<file path="src/rtl/fetch_prot_pkg.sv">
package fetch_prot_pkg;
  // machine state word bit positions
  localparam int MSR_WAIT  = 18;
  localparam int MSR_CRIT  = 17;
  localparam int MSR_EXTI  = 15;
  localparam int MSR_USER  = 14;
  localparam int MSR_MCHK  = 12;
  localparam int MSR_DBGW  = 10;
  localparam int MSR_DBGE  = 9;
  localparam int MSR_ITRAN = 5;
  localparam int MSR_DTRAN = 4;
  // syndrome word bit positions
  localparam int ESR_MCI   = 31;
  localparam int ESR_ZONE  = 23;

  localparam logic [1:0] ZONE_DENY = 2'b00;
  localparam logic [1:0] ZONE_FULL = 2'b11;

  typedef struct packed {
    logic take;     // fetch denied, enter exception
    logic zoneHit;  // cause is a user-state zone deny
  } excStrobe_t;
endpackage

</file>
<file path="src/rtl/fetch_prot_ctrl.sv">
module fetch_prot_ctrl
  import fetch_prot_pkg::*;
(
  input  logic       fetchValid,
  input  logic       xlateOn,
  input  logic       userMode,
  input  logic [1:0] zoneCode,
  input  logic       pageExec,
  input  logic       pageGuard,
  output excStrobe_t stb
);
  logic zoneDeny;
  logic userFault;
  logic supFault;

  always_comb begin
    zoneDeny  = (zoneCode == ZONE_DENY);
    // user state: zone 11 lifts a missing execute flag, zone 00 denies outright
    userFault = zoneDeny || (!pageExec && (zoneCode != ZONE_FULL)) || pageGuard;
    // supervisor state: any zone with the upper bit set lifts a missing execute flag
    supFault  = (!pageExec && !zoneCode[1]) || pageGuard;
    stb.take    = fetchValid && xlateOn && (userMode ? userFault : supFault);
    stb.zoneHit = userMode && zoneDeny;
  end
endmodule

</file>
<file path="src/rtl/fetch_prot_dp.sv">
module fetch_prot_dp
  import fetch_prot_pkg::*;
#(
  parameter int ADDR_W = 32,
  parameter int REG_W  = 32,
  parameter int PFX_W  = 16,
  parameter logic [ADDR_W-PFX_W-1:0] VEC_OFF = 'h0400
) (
  input  logic              clk,
  input  logic              rst,
  input  excStrobe_t        stb,
  input  logic [ADDR_W-1:0] fetchEa,
  input  logic [REG_W-1:0]  msrCur,
  input  logic [PFX_W-1:0]  vecPrefix,
  input  logic              esrMciCur,
  output logic              excTake,
  output logic [ADDR_W-1:0] excPc,
  output logic [ADDR_W-1:0] srr0,
  output logic [REG_W-1:0]  srr1,
  output logic [REG_W-1:0]  msrNew,
  output logic [REG_W-1:0]  esrNew
);
  localparam logic [REG_W-1:0] MSR_KEEP =
    (REG_W'(1) << MSR_CRIT) | (REG_W'(1) << MSR_MCHK) | (REG_W'(1) << MSR_DBGE);

  logic [REG_W-1:0] esrNext;

  always_comb begin
    esrNext           = '0;
    esrNext[ESR_MCI]  = esrMciCur;
    esrNext[ESR_ZONE] = stb.zoneHit;
  end

  always_ff @(posedge clk) begin
    if (rst) begin
      excTake <= 1'b0;
      srr0    <= '0;
      srr1    <= '0;
      esrNew  <= '0;
      msrNew  <= '0;
      excPc   <= '0;
    end else begin
      excTake <= stb.take;
      if (stb.take) begin
        srr0   <= fetchEa;
        srr1   <= msrCur;
        msrNew <= msrCur & MSR_KEEP;
        esrNew <= esrNext;
        excPc  <= {vecPrefix, VEC_OFF};
      end
    end
  end
endmodule

</file>
<file path="src/rtl/fetch_prot_unit.sv">
module fetch_prot_unit
  import fetch_prot_pkg::*;
#(
  parameter int ADDR_W = 32,
  parameter int REG_W  = 32,
  parameter int PFX_W  = 16,
  parameter logic [ADDR_W-PFX_W-1:0] VEC_OFF = 'h0400
) (
  input  logic              clk,
  input  logic              rst,
  input  logic              fetchValid,
  input  logic [ADDR_W-1:0] fetchEa,
  input  logic              xlateOn,
  input  logic [REG_W-1:0]  msrCur,
  input  logic [1:0]        zoneCode,
  input  logic              pageExec,
  input  logic              pageGuard,
  input  logic [PFX_W-1:0]  vecPrefix,
  input  logic              esrMciCur,
  output logic              excTake,
  output logic [ADDR_W-1:0] excPc,
  output logic [ADDR_W-1:0] srr0,
  output logic [REG_W-1:0]  srr1,
  output logic [REG_W-1:0]  msrNew,
  output logic [REG_W-1:0]  esrNew
);
  excStrobe_t stb;

  fetch_prot_ctrl uCtrl (
    .fetchValid (fetchValid),
    .xlateOn    (xlateOn),
    .userMode   (msrCur[MSR_USER]),
    .zoneCode   (zoneCode),
    .pageExec   (pageExec),
    .pageGuard  (pageGuard),
    .stb        (stb)
  );

  fetch_prot_dp #(
    .ADDR_W (ADDR_W),
    .REG_W  (REG_W),
    .PFX_W  (PFX_W),
    .VEC_OFF(VEC_OFF)
  ) uDp (
    .clk       (clk),
    .rst       (rst),
    .stb       (stb),
    .fetchEa   (fetchEa),
    .msrCur    (msrCur),
    .vecPrefix (vecPrefix),
    .esrMciCur (esrMciCur),
    .excTake   (excTake),
    .excPc     (excPc),
    .srr0      (srr0),
    .srr1      (srr1),
    .msrNew    (msrNew),
    .esrNew    (esrNew)
  );
endmodule

</file>
<file path="config.mk">
export PLATFORM = sky130hd
export DESIGN_NAME = fetch_prot_unit
export DESIGN_NICKNAME = d
export VERILOG_FILES = /design/src/rtl/fetch_prot_pkg.sv /design/src/rtl/fetch_prot_ctrl.sv /design/src/rtl/fetch_prot_dp.sv /design/src/rtl/fetch_prot_unit.sv
export SDC_FILE = /design/constraint.sdc
export NUM_CORES = 1
export LEC_CHECK = 0
export BUFFER_PORTS_ARGS = -buffer_cell sky130_fd_sc_hd__buf_2
export CORE_UTILIZATION = 35
export CTS_CLUSTER_DIAMETER = 150
export DETAILED_ROUTE_END_ITERATION = 6
export GPL_ROUTABILITY_DRIVEN = 0
export PLACE_DENSITY = 0.66
export SLEW_MARGIN = 20
export SYNTH_ARGS = -nofsm -noshare
export SYNTH_HDL_FRONTEND = slang
export SYNTH_SLANG_ARGS = --single-unit
</file>
<file path="constraint.sdc">
create_clock -name clk -period 1.5 [get_ports clk]
set_input_delay 0.225 -clock clk [delete_from_list [all_inputs] [get_ports clk]]
set_output_delay 0.225 -clock clk [all_outputs]
set_load 0.05 [all_outputs]
</file>
Yosys cells after proc, flatten, opt, wreduce, memory -nomap -nowiden
Index checks and enable logic that the tools add are counted.

word-level totals
  register bits = 87

operators by class
  equality and inequality tests = 1
  mux-type cells = 1
  reductions and logical operators = 11

operator list
  kind                                           number
  1-bit logical AND                              5
  1-bit logical OR                               3
  1-bit logical NOT                              2
  2-bit logical NOT                              1
  2-bit inequality test (second input constant)  1
  1-bit 2-to-1 mux                               1

Depth between registers and ports, before layout
Gate-level depths: netlist of the first run.

  depth after elaboration = 6
  depth in mapped cells = 5
  mapped depth without buffers = 3

By module
Synthesis of the first run repeated with hierarchy kept, for this count alone.

unflattened totals
  cells, all modules = 354
  area total of the unflattened synthesis = 3644.7 um^2

modules (own cells, without submodules)
  module           instances  cells each  area an instance (um^2)  sequential area each (um^2)
  fetch_prot_dp    1          348         3599.7                   1681.6
  fetch_prot_ctrl  1          6           45.0                     0.0

Worst setup path after synthesis of the first run
No wires, ideal clock.

  path kind = input to register
  start point = in pageGuard
  end point = reg uDp.srr1[12]
  arrival = 1039 ps
  required time = 1381 ps
  slack = 343 ps
  stages = 5
  path buffers = 2
  path through = o21bai_1 > o2111a_2 > buf_12 > buf_12 > mux2i_1

on the way
  cells in the longest elaborated chain, start to end = 3

ends and longest elaborated chain
  element                              RTL line                                      RTL
  from (decl)                          fetch_prot_unit.sv:17                         input logic pageGuard,
  1-bit logical OR (on tied branches)  fetch_prot_ctrl.sv:21, fetch_prot_ctrl.sv:19
  1-bit 2-to-1 mux *                   fetch_prot_ctrl.sv:22                         stb.take = fetchValid && xlateOn && (userMode ? userFault : supFault);
  1-bit logical AND *                  fetch_prot_ctrl.sv:22
  to (signal assigned)                 fetch_prot_dp.sv:46                           srr1 <= msrCur;
  to (decl)                            fetch_prot_dp.sv:19                           output logic [REG_W-1:0] srr1,

Mark *: on every way between the ends. The rest lies on a longest branch, timed or not.
A chain may end at the register's enable or synchronous reset.

Worst setup path after layout of the first run
  start point = reg uDp.srr1[12]
  end point = out srr1[12]

RTL lines
  element    RTL line               RTL
  to (decl)  fetch_prot_unit.sv:23  output logic [REG_W-1:0] srr1,

No word-level cell between the ends.

==> run_results.csv, run 1 <==
group,metric,value,unit
timing,final.setup.worst_slack,0.307,ns
logic_synthesis,async_flop_share,0,
logic_synthesis,ys_types,16,
logic_synthesis,synthFlopType,"dfxtp_1",
critical_path,cp_max_fo,3,
critical_path,regToRegSetupSlack,0.89,ns
logic_synthesis,synth-edff-count,0,
critical_path,ff2ff_path_depth,2,
route,vias,3141,
floorplanning,rows,40,
hold_path,hold_end,"uDp.srr1[6]",
power_and_ir_drop,power,5.93,mW
job,maxCapViolations,0,
critical_path,slowest_stage,"dfxtp_1",
hold_path,hold_class,"input pin to register",
clocking,cts_root_buf,"clkbuf_16",
timing,setup_violations,0,
clocking,clk_path_buf_depth,2,
timing,rsz0062_at_grt,"false",
cells_and_area,synthToLayoutAreaGrowth,20.5,%
hold_path,min_from,"msrCur[6]",
route,route.detailed.drc,0,
outcome,status,"complete, no violations",
global_route,antenna_found_initial,0,
power_and_ir_drop,power.leakage,2.51,nW
logic_synthesis,ys_ff_latch,84,
route,wl_per_cell,10.9,µm
place,dp_hpwl,6320,µm
critical_path,end_kind,"output pin",
power_and_ir_drop,power_density,1110,nW/µm²
place,port_buffers,175,
timing,fmax,838,MHz
critical_path,critical_path.max_stage_delay,0.35,ns
cells_and_area,nets,694,
critical_path,crit_family,"flip-flops",
critical_path,cp_num_buf_inv,1,
floorplanning,core-area,12200,µm²
logic_synthesis,ys_seq_area_frac,0.380,
floorplanning,io_pins,250,
timing,period_minus_slack,1.19,ns
floorplanning,die_area,13100,µm²
logic_synthesis,synth_area_leaders,"dfxtp_1, nand2b_1, mux2i_1, buf_4, buf_12",
route,drtIter0Drc,73,
clocking,numCtsBuffers,9,
logic_synthesis,synth_top_area_frac,0.380,
critical_path,start_kind,"register",
timing,fin_crit_sh,0.795,
global_route,grt_max_degree,105,
route,vias_per_cell,4.04,
cells_and_area,utilization,0.438,
place,place_ws,0.0370,ns
global_route,grt_pass1_wl,13400,µm
timing,setup-tns-final,0,ns
global_route,grt_usage,0.131,
logic_synthesis,synth_area,4420,µm²
logic_synthesis,yosysMostFrequentCell,"nand2b_1",
critical_path,critical_path_class,"register to output pin",
cells_and_area,fillers,1214,
logic_synthesis,synth_cells,444,
cells_and_area,antenna_cells,0,
clocking,worstSkewPairLatency,0.33,ns
timing,drv_slew,0,
timing,fin_skew,0,ns
critical_path,crit_required,1.27,ns
power_and_ir_drop,ir_worst_vdd,0.000528,V
route,drtPass1Iterations,4,
global_route,grt_overflow,0,
route,wl,8470,µm
clocking,postCtsSetupBuffers,0,
hold_path,hold_depth,3,
critical_path,r2r_start,"uDp.srr1[13]",
clocking,hold_buffers,0,
route,ant_nets,0,
critical_path,cp_cell_sequence,"buf_2",
timing,hold_viol_final,0,
clocking,ctsResizeCount,0,
floorplanning,fp.dieH,114,µm
clocking,cts.clk_slew.worst_paths,0.06,ns
clocking,cts_num_sinks,84,
global_route,grt_pass1_vias,2973,
floorplanning,die_w,114,µm
logic_synthesis,synth_warnings,0,
critical_path,cp.arrival,0.97,ns
clocking,cts.htree.levels,3,
logic_synthesis,yosys-top-cells-count,"nand2b_1, dfxtp_1, mux2i_1, buf_4, clkbuf_1",
floorplanning,initial_utilization,0.364,
logic_synthesis,synth.avg_cell_area,9.96,µm²
logic_synthesis,synth_top_cell_by_area,"dfxtp_1",
clocking,cts_tree,"built",
cells_and_area,layout-drive-gt1-share,0.325,
critical_path,regToRegEndpoint,"uDp.srr1[13]",
==> cell families after synthesis <==
| family | synth area share |
|---|---|
| AOI/OAI and AO/OA | 0.00764 |
| buffers and inverters | 0.188 |
| DFF | 0.380 |
| muxes | 0.186 |
| other | 0.000848 |
| and+or+nand+nor | 0.238 |
==> cells in the final DEF (no fill, tap or decap) <==
| master | count |
|---|---|
| buf_2 | 175 |
| conb_1 | 74 |
| nor2_1 | 2 |
| o21bai_1 | 1 |
| clkbuf_16 | 9 |
| clkinv_2 | 3 |
| o2111ai_1 | 1 |
| nand2b_1 | 163 |
| dfxtp_1 | 84 |
| nand3b_1 | 1 |
| buf_12 | 3 |
| a21oi_1 | 1 |
| clkbuf_8 | 1 |
| mux2i_1 | 82 |
| clkinvlp_4 | 1 |
| bufinv_16 | 1 |
| inv_1 | 1 |
| buf_4 | 3 |
| o2111a_2 | 1 |
| nand2_1 | 1 |
| nor2b_4 | 1 |
==> report_power, final <==
part	switching [mW]	total [mW]	internal (mW)	leakage, nW
combinational	1.02	1.37	0.351	1.68
clock	0.854	2.17	1.32	0.144
sequential	0.0524	2.39	2.33	0.684
total	1.92	5.93	4.00	2.51
==> metrics by stage <==
stage | hold WS (ns) | instances | cell area [µm²]
2_1_floorplan | 0.380 | 517 | 4700
3_3_place_gp | 0.432 | 762 | 5040
3_5_place_dp | 0.451 | 762 | 5040
4_1_cts | 0.127 | 777 | 5330
5_1_grt | 0.139 | 777 | 5330
6_report | 0.146 | 777 | 5330
==> per-layer routing <==
metal / wire length (µm) / vias to the layer above / global-route usage
met5: 0 / - / 0
met4: 200 / 0 / 0.0727
met3: 639 / 14 / 0.0418
met2: 4180 / 144 / 0.229
met1: 3450 / 1407 / 0.141
li1: - / 1576 / -
==> worst max-delay path by stage <==
stage / startpoint / end / slack (ns) / cells past startpoint
3_5_place_dp: zoneCode[1] / uDp.srr0[9] / 0.04 / 5
2_1_floorplan: pageGuard / uDp.srr1[12] / 0.34 / 5
4_1_cts: uDp.srr1[12] / srr1[12] / 0.28 / 1
5_1_grt: uDp.srr1[12] / srr1[12] / 0.25 / 1
6_report: uDp.srr1[12] / srr1[12] / 0.31 / 1
3_3_place_gp: zoneCode[1] / uDp.excPc[24] / 0.12 / 5
==> cell type report <==
type	instances	area, µm²	share of cell area
well taps	168	210	0.0394
flip-flops and latches	84	1680	0.315
multi-input cells	328	2180	0.410
clock inverters	5	52.6	0.00986
inverters	1	3.75	0.000704
clock buffers	10	239	0.0448
repair buffers	181	958	0.180
==> sequential cells by signal, indices dropped and copies added (netlist names) <==
signal	cells
uDp.excTake	1
uDp.excPc	17
uDp.esrNew	2
uDp.srr0	32
uDp.srr1	32
Note: power is estimated with default switching activity, not from simulation.
==> run 2, diff against run 1 <==
--- a/config.mk
+++ b/config.mk
@@ -10,7 +10,7 @@
 export CTS_CLUSTER_DIAMETER = 150
 export DETAILED_ROUTE_END_ITERATION = 6
 export GPL_ROUTABILITY_DRIVEN = 0
-export PLACE_DENSITY = 0.66
+export PLACE_DENSITY = 0.68
 export SLEW_MARGIN = 20
 export SYNTH_ARGS = -nofsm -noshare
 export SYNTH_HDL_FRONTEND = slang
==> constraint.sdc (replaced) <==
create_clock -name clk -period 1 [get_ports clk]
set_input_delay 0.15 -clock clk [delete_from_list [all_inputs] [get_ports clk]]
set_output_delay 0.15 -clock clk [all_outputs]
set_load 0.05 [all_outputs]
==> run_results.csv, run 2 (synthesis gave the netlist of run 1 again) <==
group,metric,value,unit
route,vias,3299,
timing,setup-tns-final,-0.00362,ns
route,wl_per_cell,12.1,µm
place,port_buffers,175,
timing,period_minus_slack,1.00,ns
global_route,grt_max_degree,89,
critical_path,start_kind,"register",
route,route.detailed.drc,0,
clocking,cts.htree.levels,3,
cells_and_area,antenna_cells,0,
outcome,violations,"negative setup slack",
route,vias_per_cell,4.09,
outcome,status,"finished with violations",
clocking,numCtsBuffers,9,
power_and_ir_drop,power_density,1460,nW/µm²
global_route,grt_usage,0.143,
floorplanning,core-area,12200,µm²
cells_and_area,mostFrequentLayoutCells,"nand2b_1, buf_2, mux2i_1",
cells_and_area,layout-drive-gt1-share,0.486,
critical_path,crit_required,0.85,ns
critical_path,cp_cell_sequence,"buf_8",
global_route,grt_pass1_vias,3106,
floorplanning,io_pins,250,
clocking,cts_num_sinks,84,
route,ant_nets,0,
route,drtIter0Drc,95,
global_route,grt_pass1_wl,14700,µm
power_and_ir_drop,power.leakage,2.85,nW
floorplanning,die_area,13100,µm²
cells_and_area,synthToLayoutAreaGrowth,46.8,%
timing,fin_skew,0,ns
global_route,antenna_found_initial,0,
clocking,cts_root_buf,"clkbuf_16",
critical_path,end_kind,"output pin",
clocking,cts_tree,"built",
hold_path,hold_class,"input pin to register",
floorplanning,fp.dieH,114,µm
power_and_ir_drop,power,9.47,mW
route,wl,9780,µm
timing,final.setup.worst_slack,-0.00225,ns
floorplanning,die_w,114,µm
cells_and_area,nets,722,
job,maxCapViolations,0,
floorplanning,rows,40,
global_route,grt_overflow,0,
critical_path,cp.arrival,0.85,ns
clocking,clk_path_buf_depth,2,
place,dpl_cell_area,5150,µm²
cells_and_area,multi_input_area,2200,µm²
critical_path,cp_max_fo,3,
cells_and_area,seq_area,1790,µm²
cells_and_area,design_area,6490,µm²
power_and_ir_drop,ir_worst_vdd,0.000618,V
clocking,cts.clk_slew.worst_paths,0.06,ns
timing,rsz0062_at_grt,"true",
critical_path,crit_family,"flip-flops",
critical_path,critical_path.max_stage_delay,0.37,ns
timing,drv_slew,0,
timing,fmax,998,MHz
timing,timing.hold.ws,0.0683,ns
route,drtPass1Iterations,4,
cells_and_area,layout_commonest_cell,"nand2b_1",
cells_and_area,reg_top3,"uDp.srr0 (32), uDp.srr1 (32), uDp.excPc (17)",
cells_and_area,fillers,1069,
clocking,worstSkewPairLatency,0.32,ns
floorplanning,initial_utilization,0.364,
critical_path,cp_num_buf_inv,1,
timing,hold_viol_final,0,
critical_path,critical_path_class,"register to output pin",
timing,fin_crit_sh,1.00,
critical_path,slowest_stage,"dfxtp_4",
cells_and_area,utilization,0.534,
place,dp_hpwl,6330,µm
timing,setup_violations,2,
[run 2: changes by cell type in the layout (fill, tap and decap cells not counted), moves of 3 or more]
cell,previous run,this run
buf_12,3,6
buf_2,175,86
buf_4,3,24
buf_6,0,47
buf_8,0,43
dfxtp_1,84,2
dfxtp_2,0,79
dfxtp_4,0,3
[run 2: final timing paths]
path	endpoint	slack (ns)	start	cells after the start
worst max-delay path	msrNew[17]	-0.002	uDp.srr1[17]	1
worst min-delay path	uDp.srr1[21]	0.07	msrCur[21]	3
worst max register to register	uDp.srr0[18]	0.24	uDp.srr0[18]	3
worst min register to register	uDp.excPc[10]	0.45	uDp.excPc[10]	2
[run 2: metal layers]
layer | part of all wire | global-route usage | wire [µm] | vias up
met4 | 0.021 | 0.0623 | 202 | 0
met3 | 0.053 | 0.0328 | 518 | 18
li1 | - | - | - | 1634
met5 | 0 | 0 | 0 | -
met2 | 0.53 | 0.267 | 5170 | 145
met1 | 0.40 | 0.153 | 3890 | 1502
[run 2: through the flow]
step | cells | worst slack (ns)
after floorplan | 517 | -0.0823
after global placement | 773 | -0.280
after detailed placement | 773 | -0.356
after CTS | 790 | -0.0270
after global routing | 806 | -0.0353
final | 806 | -0.00225
[run 2: worst reg2reg max path, delay by kind of cell, from the launching register on]
| kind | cells | cell delay [ns] |
|---|---|---|
| flops | 1 | 0.34 |
| simple gates | 1 | 0.07 |
| buf+inv | 1 | 0.11 |
| mux | 1 | 0.16 |
[run 2: what timing repair did]
action                     in CTS  in global routing
setup endpoints to repair      89                121
pin swaps                       1                  1
hold buffers                    0                  0
gates cloned                    1                  3
resized for setup             254                 54
buffers inserted                0                 13
[run 2: report_power, final]
group	switching [mW]	internal, mW
logic	1.58	0.885
clock network	1.29	2.06
registers	0.130	3.53
total	2.99	6.48
[run 2: final cells by class]
cell class / count / area share
clock buffers: 12 / 0.0395
clock inverters: 4 / 0.00732
inverters: 1 / 0.000578
multi-input cells: 328 / 0.339
flip-flops and latches: 84 / 0.276
well taps: 168 / 0.0324
repair buffers: 209 / 0.305
